==> config.mk <==
export PLATFORM = sky130hd
export DESIGN_NAME = swrst_detect
export DESIGN_NICKNAME = d
export VERILOG_FILES = /design/src/rtl/swrst_pkg.sv /design/src/rtl/swrst_byte_match.sv /design/src/rtl/swrst_fsm.sv /design/src/rtl/swrst_detect.sv
export SDC_FILE = /design/constraint.sdc
export NUM_CORES = 1
export LEC_CHECK = 0
export BUFFER_PORTS_ARGS = -buffer_cell sky130_fd_sc_hd__buf_2
export CORE_AREA = 2 2 39 41
export CTS_CLUSTER_SIZE = 40
export DETAILED_ROUTE_END_ITERATION = 8
export DIE_AREA = 0 0 41 43
export SYNTH_ARGS = -nofsm -noshare
export SYNTH_HDL_FRONTEND = slang
export SYNTH_SLANG_ARGS = --single-unit
==> constraint.sdc <==
create_clock -name clk -period 2.48 [get_ports clk]
set_clock_uncertainty 0.1 [all_clocks]
set_input_delay 0.496 -clock clk [delete_from_list [all_inputs] [get_ports clk]]
set_output_delay 0.496 -clock clk [all_outputs]
set_load 0.1 [all_outputs]
==> src/rtl/swrst_pkg.sv <==
package swrst_pkg;
  typedef enum logic [1:0] {
    ST_IDLE  = 2'd0,
    ST_GC    = 2'd1,
    ST_CODE  = 2'd2,
    ST_PULSE = 2'd3
  } swrst_state_t;
endpackage

==> src/rtl/swrst_byte_match.sv <==
module swrst_byte_match #(
  parameter int DATA_W = 8,
  parameter logic [DATA_W-1:0] GC_ADDR  = 8'h00,
  parameter logic [DATA_W-1:0] CMD_CODE = 8'h06
) (
  input  logic [DATA_W-1:0] byte_data,
  input  logic              byte_is_addr,
  output logic              is_gc_addr,
  output logic              is_cmd
);
  always_comb begin
    is_gc_addr = byte_is_addr && (byte_data == GC_ADDR);
    is_cmd     = !byte_is_addr && (byte_data == CMD_CODE);
  end
endmodule

==> src/rtl/swrst_fsm.sv <==
module swrst_fsm
  import swrst_pkg::*;
#(
  parameter int DATA_W = 8,
  parameter logic [DATA_W-1:0] GC_ADDR  = 8'h00,
  parameter logic [DATA_W-1:0] CMD_CODE = 8'h06
) (
  input  logic              clk,
  input  logic              rst_n,
  input  logic              ev_start,
  input  logic              ev_rstart,
  input  logic              ev_stop,
  input  logic              byte_valid,
  input  logic [DATA_W-1:0] byte_data,
  input  logic              byte_is_addr,
  input  logic              is_gc_addr,
  input  logic              is_cmd,
  input  logic              ack_slot,
  input  logic              ack_low,
  output logic              byte_ready,
  output logic              ack_valid,
  output logic              ack_en,
  output logic              reset_pulse
);
  swrst_state_t state_q, state_d;
  logic byte_fire;
  logic ack_d;

  assign byte_ready  = (state_q != ST_PULSE);
  assign byte_fire   = byte_valid && byte_ready;
  assign reset_pulse = (state_q == ST_PULSE);

  always_comb begin
    state_d = state_q;
    ack_d   = 1'b0;
    if (state_q == ST_PULSE) begin
      state_d = ST_IDLE;
    end else if (ev_stop) begin
      state_d = (state_q == ST_CODE) ? ST_PULSE : ST_IDLE;
    end else if (ev_start || ev_rstart) begin
      state_d = ST_IDLE;
    end else if (ack_slot && !ack_low && state_q != ST_IDLE) begin
      state_d = ST_IDLE;
    end else if (byte_fire) begin
      unique case (state_q)
        ST_IDLE: begin
          if (is_gc_addr) begin
            state_d = ST_GC;
            ack_d   = 1'b1;
          end
        end
        ST_GC: begin
          if (is_cmd) begin
            state_d = ST_CODE;
            ack_d   = 1'b1;
          end else begin
            state_d = ST_IDLE;
          end
        end
        default: state_d = ST_IDLE;
      endcase
    end
  end

  always_ff @(posedge clk or negedge rst_n) begin
    if (!rst_n) begin
      state_q   <= ST_IDLE;
      ack_valid <= 1'b0;
      ack_en    <= 1'b0;
    end else begin
      state_q   <= state_d;
      ack_valid <= byte_fire;
      ack_en    <= ack_d;
    end
  end

  // the pulse lasts one cycle
  a_r4_single_cycle: assert property (@(posedge clk) disable iff (!rst_n)
    reset_pulse |=> !reset_pulse);

  // only a bus STOP commits the reset
  a_r10_needs_stop: assert property (@(posedge clk) disable iff (!rst_n)
    $rose(reset_pulse) |-> $past(ev_stop));

  // a repeated START without STOP never leads to a pulse
  a_r5_rstart_cancels: assert property (@(posedge clk) disable iff (!rst_n)
    (ev_rstart && !ev_stop) |=> !reset_pulse);

  // a decision follows every handshake
  a_r2_decision_follows: assert property (@(posedge clk) disable iff (!rst_n)
    ack_valid |-> $past(byte_valid && byte_ready));

  // an acknowledge only for the two sequence bytes
  a_r3_ack_only_match: assert property (@(posedge clk) disable iff (!rst_n)
    (ack_valid && ack_en) |->
      (($past(byte_data) == GC_ADDR && $past(byte_is_addr)) ||
       ($past(byte_data) == CMD_CODE && !$past(byte_is_addr))));

  // nothing is taken in the pulse cycle
  a_r8_no_take_in_pulse: assert property (@(posedge clk) disable iff (!rst_n)
    reset_pulse |=> !ack_valid);
endmodule

==> src/rtl/swrst_detect.sv <==
module swrst_detect #(
  parameter int DATA_W = 8,
  parameter logic [DATA_W-1:0] GC_ADDR  = 8'h00,
  parameter logic [DATA_W-1:0] CMD_CODE = 8'h06
) (
  input  logic              clk,
  input  logic              rst_n,
  input  logic              ev_start,
  input  logic              ev_rstart,
  input  logic              ev_stop,
  input  logic              byte_valid,
  output logic              byte_ready,
  input  logic [DATA_W-1:0] byte_data,
  input  logic              byte_is_addr,
  input  logic              ack_slot,
  input  logic              ack_low,
  output logic              ack_valid,
  output logic              ack_en,
  output logic              reset_pulse
);
  logic is_gc_addr;
  logic is_cmd;

  swrst_byte_match #(
    .DATA_W(DATA_W), .GC_ADDR(GC_ADDR), .CMD_CODE(CMD_CODE)
  ) u_match (
    .byte_data   (byte_data),
    .byte_is_addr(byte_is_addr),
    .is_gc_addr  (is_gc_addr),
    .is_cmd      (is_cmd)
  );

  swrst_fsm #(
    .DATA_W(DATA_W), .GC_ADDR(GC_ADDR), .CMD_CODE(CMD_CODE)
  ) u_fsm (
    .clk         (clk),
    .rst_n       (rst_n),
    .ev_start    (ev_start),
    .ev_rstart   (ev_rstart),
    .ev_stop     (ev_stop),
    .byte_valid  (byte_valid),
    .byte_data   (byte_data),
    .byte_is_addr(byte_is_addr),
    .is_gc_addr  (is_gc_addr),
    .is_cmd      (is_cmd),
    .ack_slot    (ack_slot),
    .ack_low     (ack_low),
    .byte_ready  (byte_ready),
    .ack_valid   (ack_valid),
    .ack_en      (ack_en),
    .reset_pulse (reset_pulse)
  );
endmodule

# Word level (Yosys, flattened, before mapping)
# Cells that the tools add are included.
# totals
regBits	4
output_inout_bits	4
elab_cells	39
# op_classes
n_eq_ne	6
muxes	17
reduce_logical	13
# ops
cell	n
2-bit 2-to-1 mux	8
8-bit by 3-bit == test with 1-bit output, second input constant	1
8-bit zero test	1
1-bit 2-to-1 mux	7
6-bit by 4-bit != test with 1-bit output, second input constant	1
1-bit logical AND	5
5-bit nonzero test	1
2-bit == test, second input constant	2
2-bit case mux with 2 select lines	1
2-bit by 1-bit == test with 1-bit output, second input constant	1
1-bit zero test	2
2-bit zero test	1
2-bit != test, second input constant	1
1-bit case mux with 2 select lines	1
2-bit AND reduction	1
2-bit nonzero test	1
1-bit logical OR	1

# Longest topological paths before layout
# logic_depth
word_depth	9
depth_mapped	4
depth_no_buf	4

# By module
# Synthesis repeated with hierarchy kept, for this count alone.
# hier_totals
cells_unflattened	27
area_unflattened_um2	252.7
# by_module_without_submodules
mod	instances	cells_each	area_per_inst_um2	seq_area_each_um2
swrst_fsm	1	22	212.7	100.1
swrst_byte_match	1	5	40.0	0.0

# Least setup slack after synthesis
# Ideal clock, no wire load.
# synth_path
kind	flip-flop to output port
startpoint	register u_fsm.state_q[1]
endpoint	output port reset_pulse
arrival_ns	1.886
t_required_ns	1.884
setup_slack_ns	-0.002
stages_incl_launch_ff	3
n_path_buf	0
path_cell_list	dfrtp_1 nand2_1 inv_1
# synth_via
elab_chain_cells	1
# synth_rtl
item	line_no	text
from (decl)	swrst_fsm.sv:25	swrst_state_t state_q, state_d;
from (signal assigned)	swrst_fsm.sv:71	state_q <= state_d;
2-bit == test	swrst_fsm.sv:31	assign reset_pulse = (state_q == ST_PULSE);
to (decl)	swrst_detect.sv:19	output logic reset_pulse
# No other way between the ends.

# Worst setup path after layout
# Ends and elaborated chain as after synthesis.

==> reports/results.ini <==
[run_status]
status = completed

[flow_run]
cap_violations = 0

[route]
via_count = 320
ant_nets = 0
drt_iter0_markers = 2
routedWlPerCell_um = 9.72
wl_um = 661
post_drt_via_cell_ratio = 4.71
drc = 0
dr.pass1.iters = 2

[setup_path]
critPathKind = flip-flop to output pin
rr_worst_depth = 3
crit_arrival_ns = 1.29
end_kind = output pin
reg2reg_to = u_fsm.state_q[0]
worstPathRequired_ns = 1.88
cp_max_fo = 7
startpoint = u_fsm.state_q[1]
r2r_slack_ns = 1.00
r2r-start = u_fsm.state_q[0]
start_kind = flip-flop

[floorplan]
ios = 21
die_h_um = 43
core-area_mm2 = 0.00138
die-area_mm2 = 0.00176
start_util_pct = 18.2
rows = 14
die_x_um = 41

[layout]
seqCellArea_um2 = 100
layout-drive-gt1-share_pct = 53.8
final_cell_mix = 20 x buf_2, 4 x dfrtp_1, 3 x a21oi_1, 3 x clkbuf_4
area_growth_syn_to_layout_pct = 63.2
num_antenna_cells = 0
multi_input_area_um2 = 150
final_common_cell = buf_2
final_area_um2 = 410
fillCellCount = 154
fin_nets = 71

[global_routing]
grt_pass1_vias = 316
antenna_found_initial = 0
grtUsageTotal_pct = 10.3
grt_max_degree = 8
overflow = 0
grt_pass1_wl_um = 1210

[synthesis]
synthCells = 28
yosysSeqAreaShare_pct = 39.8
synth.cell_area_um2 = 251
syn_avg_cell_area_um2 = 8.98
yosys_warnings = 0
ys_ff_latch = 4
synth.net_count = 45
synth_top_area_share_pct = 39.8
synthTopCellsByArea = dfrtp_1 40%, a21oi_1 6.0%, o31ai_2 5.0%
ys_types = 19
yosysTopAreaCell = dfrtp_1

[clocking]
cts_made_buffers = 3
post_cts_buffers = 0
root_buffer = clkbuf_4
clockBufferDepth = 2
cts.sinks = 4
cts_tree = yes
insertion_delay_ns = 0.24
h-tree-depth = 1
ctsResizeCount = 0
cts.clk_slew.worst_paths_ns = 0.04

[sta]
min_period_over_period_pct = 76.1
fmax_mhz = 530
final_hold_viol_count = 0
worst_pin_slew_ns = 0.484
slew_viol_final = 0
tns_ns = 0
setup_viol = 0
slew_headroom_pct = 68.0
rsz0062_at_grt = no
period_needed_ns = 1.89

[power]
ir_worst_vdd_mv = 0.118
pwr_density_cell_mw_per_mm2 = 438
p_leak_uw = 0.000189

[min_path]
hold_end = u_fsm.ack_valid
hold_depth = 2
min_from = byte_valid
hold_class = primary input to flip-flop

[placement]
io_buffer_count = 20
post_dp_cell_area_um2 = 378
place_congestion = 0.851
dp_hpwl_um = 540

## report_power, final
group | internal, µW | total, µW | switching [µW]
logic | 14.1 | 31.1 | 17.0
clock network | 54.2 | 82.0 | 27.8
registers | 66.4 | 66.6 | 0.133
## how the worst max path moves through the flow
stage | slack [ns] | cells past startpoint | endpoint
final | 0.59 | 3 | reset_pulse
after global routing | 0.51 | 3 | reset_pulse
after CTS | 0.58 | 3 | reset_pulse
after detailed placement | 0.66 | 5 | u_fsm.state_q[1]
after global placement | 0.69 | 5 | u_fsm.state_q[1]
after floorplan | 0.41 | 2 | reset_pulse
## cell families after synthesis
| kind of cell | share of synthesized area (%) |
|---|---|
| buffers and inverters | 1.49 |
| AND/OR/NAND/NOR | 42.3 |
| flip-flops | 39.8 |
| AO/OA/AOI/OAI | 16.4 |
## registers in the layout, indices dropped and copies added, names as in the netlist
register,count
u_fsm.state_q,2
u_fsm.ack_en,1
u_fsm.ack_valid,1
## layout make-up
class | count | area share [%]
Tap cell | 16 | 4.88
Multi-Input combinational cell | 23 | 36.6
Inverter | 1 | 1.83
Clock buffer | 3 | 5.49
Timing Repair Buffer | 21 | 26.8
Sequential cell | 4 | 24.4
## worst max-delay path, cell delays in order (launching register included)
cell and delay, ns:
dfrtp_1 0.46, nand2_2 0.12, clkinvlp_4 0.07, buf_2 0.41
## per-stage QoR
stage,hold WS (ns),cells,total power [µW],setup WS (ns),util [%]
after floorplan,0.100,28,79.9,0.405,-
after global placement,0.203,64,96.7,0.694,27.3
after detailed placement,0.203,64,97.4,0.659,27.3
after CTS,0.404,68,185,0.579,29.7
after global routing,0.412,68,196,0.514,29.7
final,0.405,68,180,0.592,29.7
## cells in the mapped netlist
library cell and number:
nand2b_1 1, inv_1 1, nand4_1 1, nor2_1 2, nor3_1 1, nand2_1 3
nand3_1 2, a31o_1 1, o31ai_2 1, o21ai_0 1, nor3_2 1, or4_4 1
and2_1 1, dfrtp_1 4, nor4_1 1, a21oi_1 3, or3b_1 1, nand3b_1 1
or4b_1 1
## repair_timing
item                                   CTS  global route
setup endpoints to repair                0             0
endpoints found under the hold margin    4             0
hold buffers                             1             0
## layer usage
metal | track usage, % | routed length [µm]
met1 | 11.0 | 265
met2 | 14.1 | 320
met3 | 6.81 | 62
met4 | 6.67 | 12
met5 | 0 | 0
No activity file was read; power rests on OpenSTA's default activity.
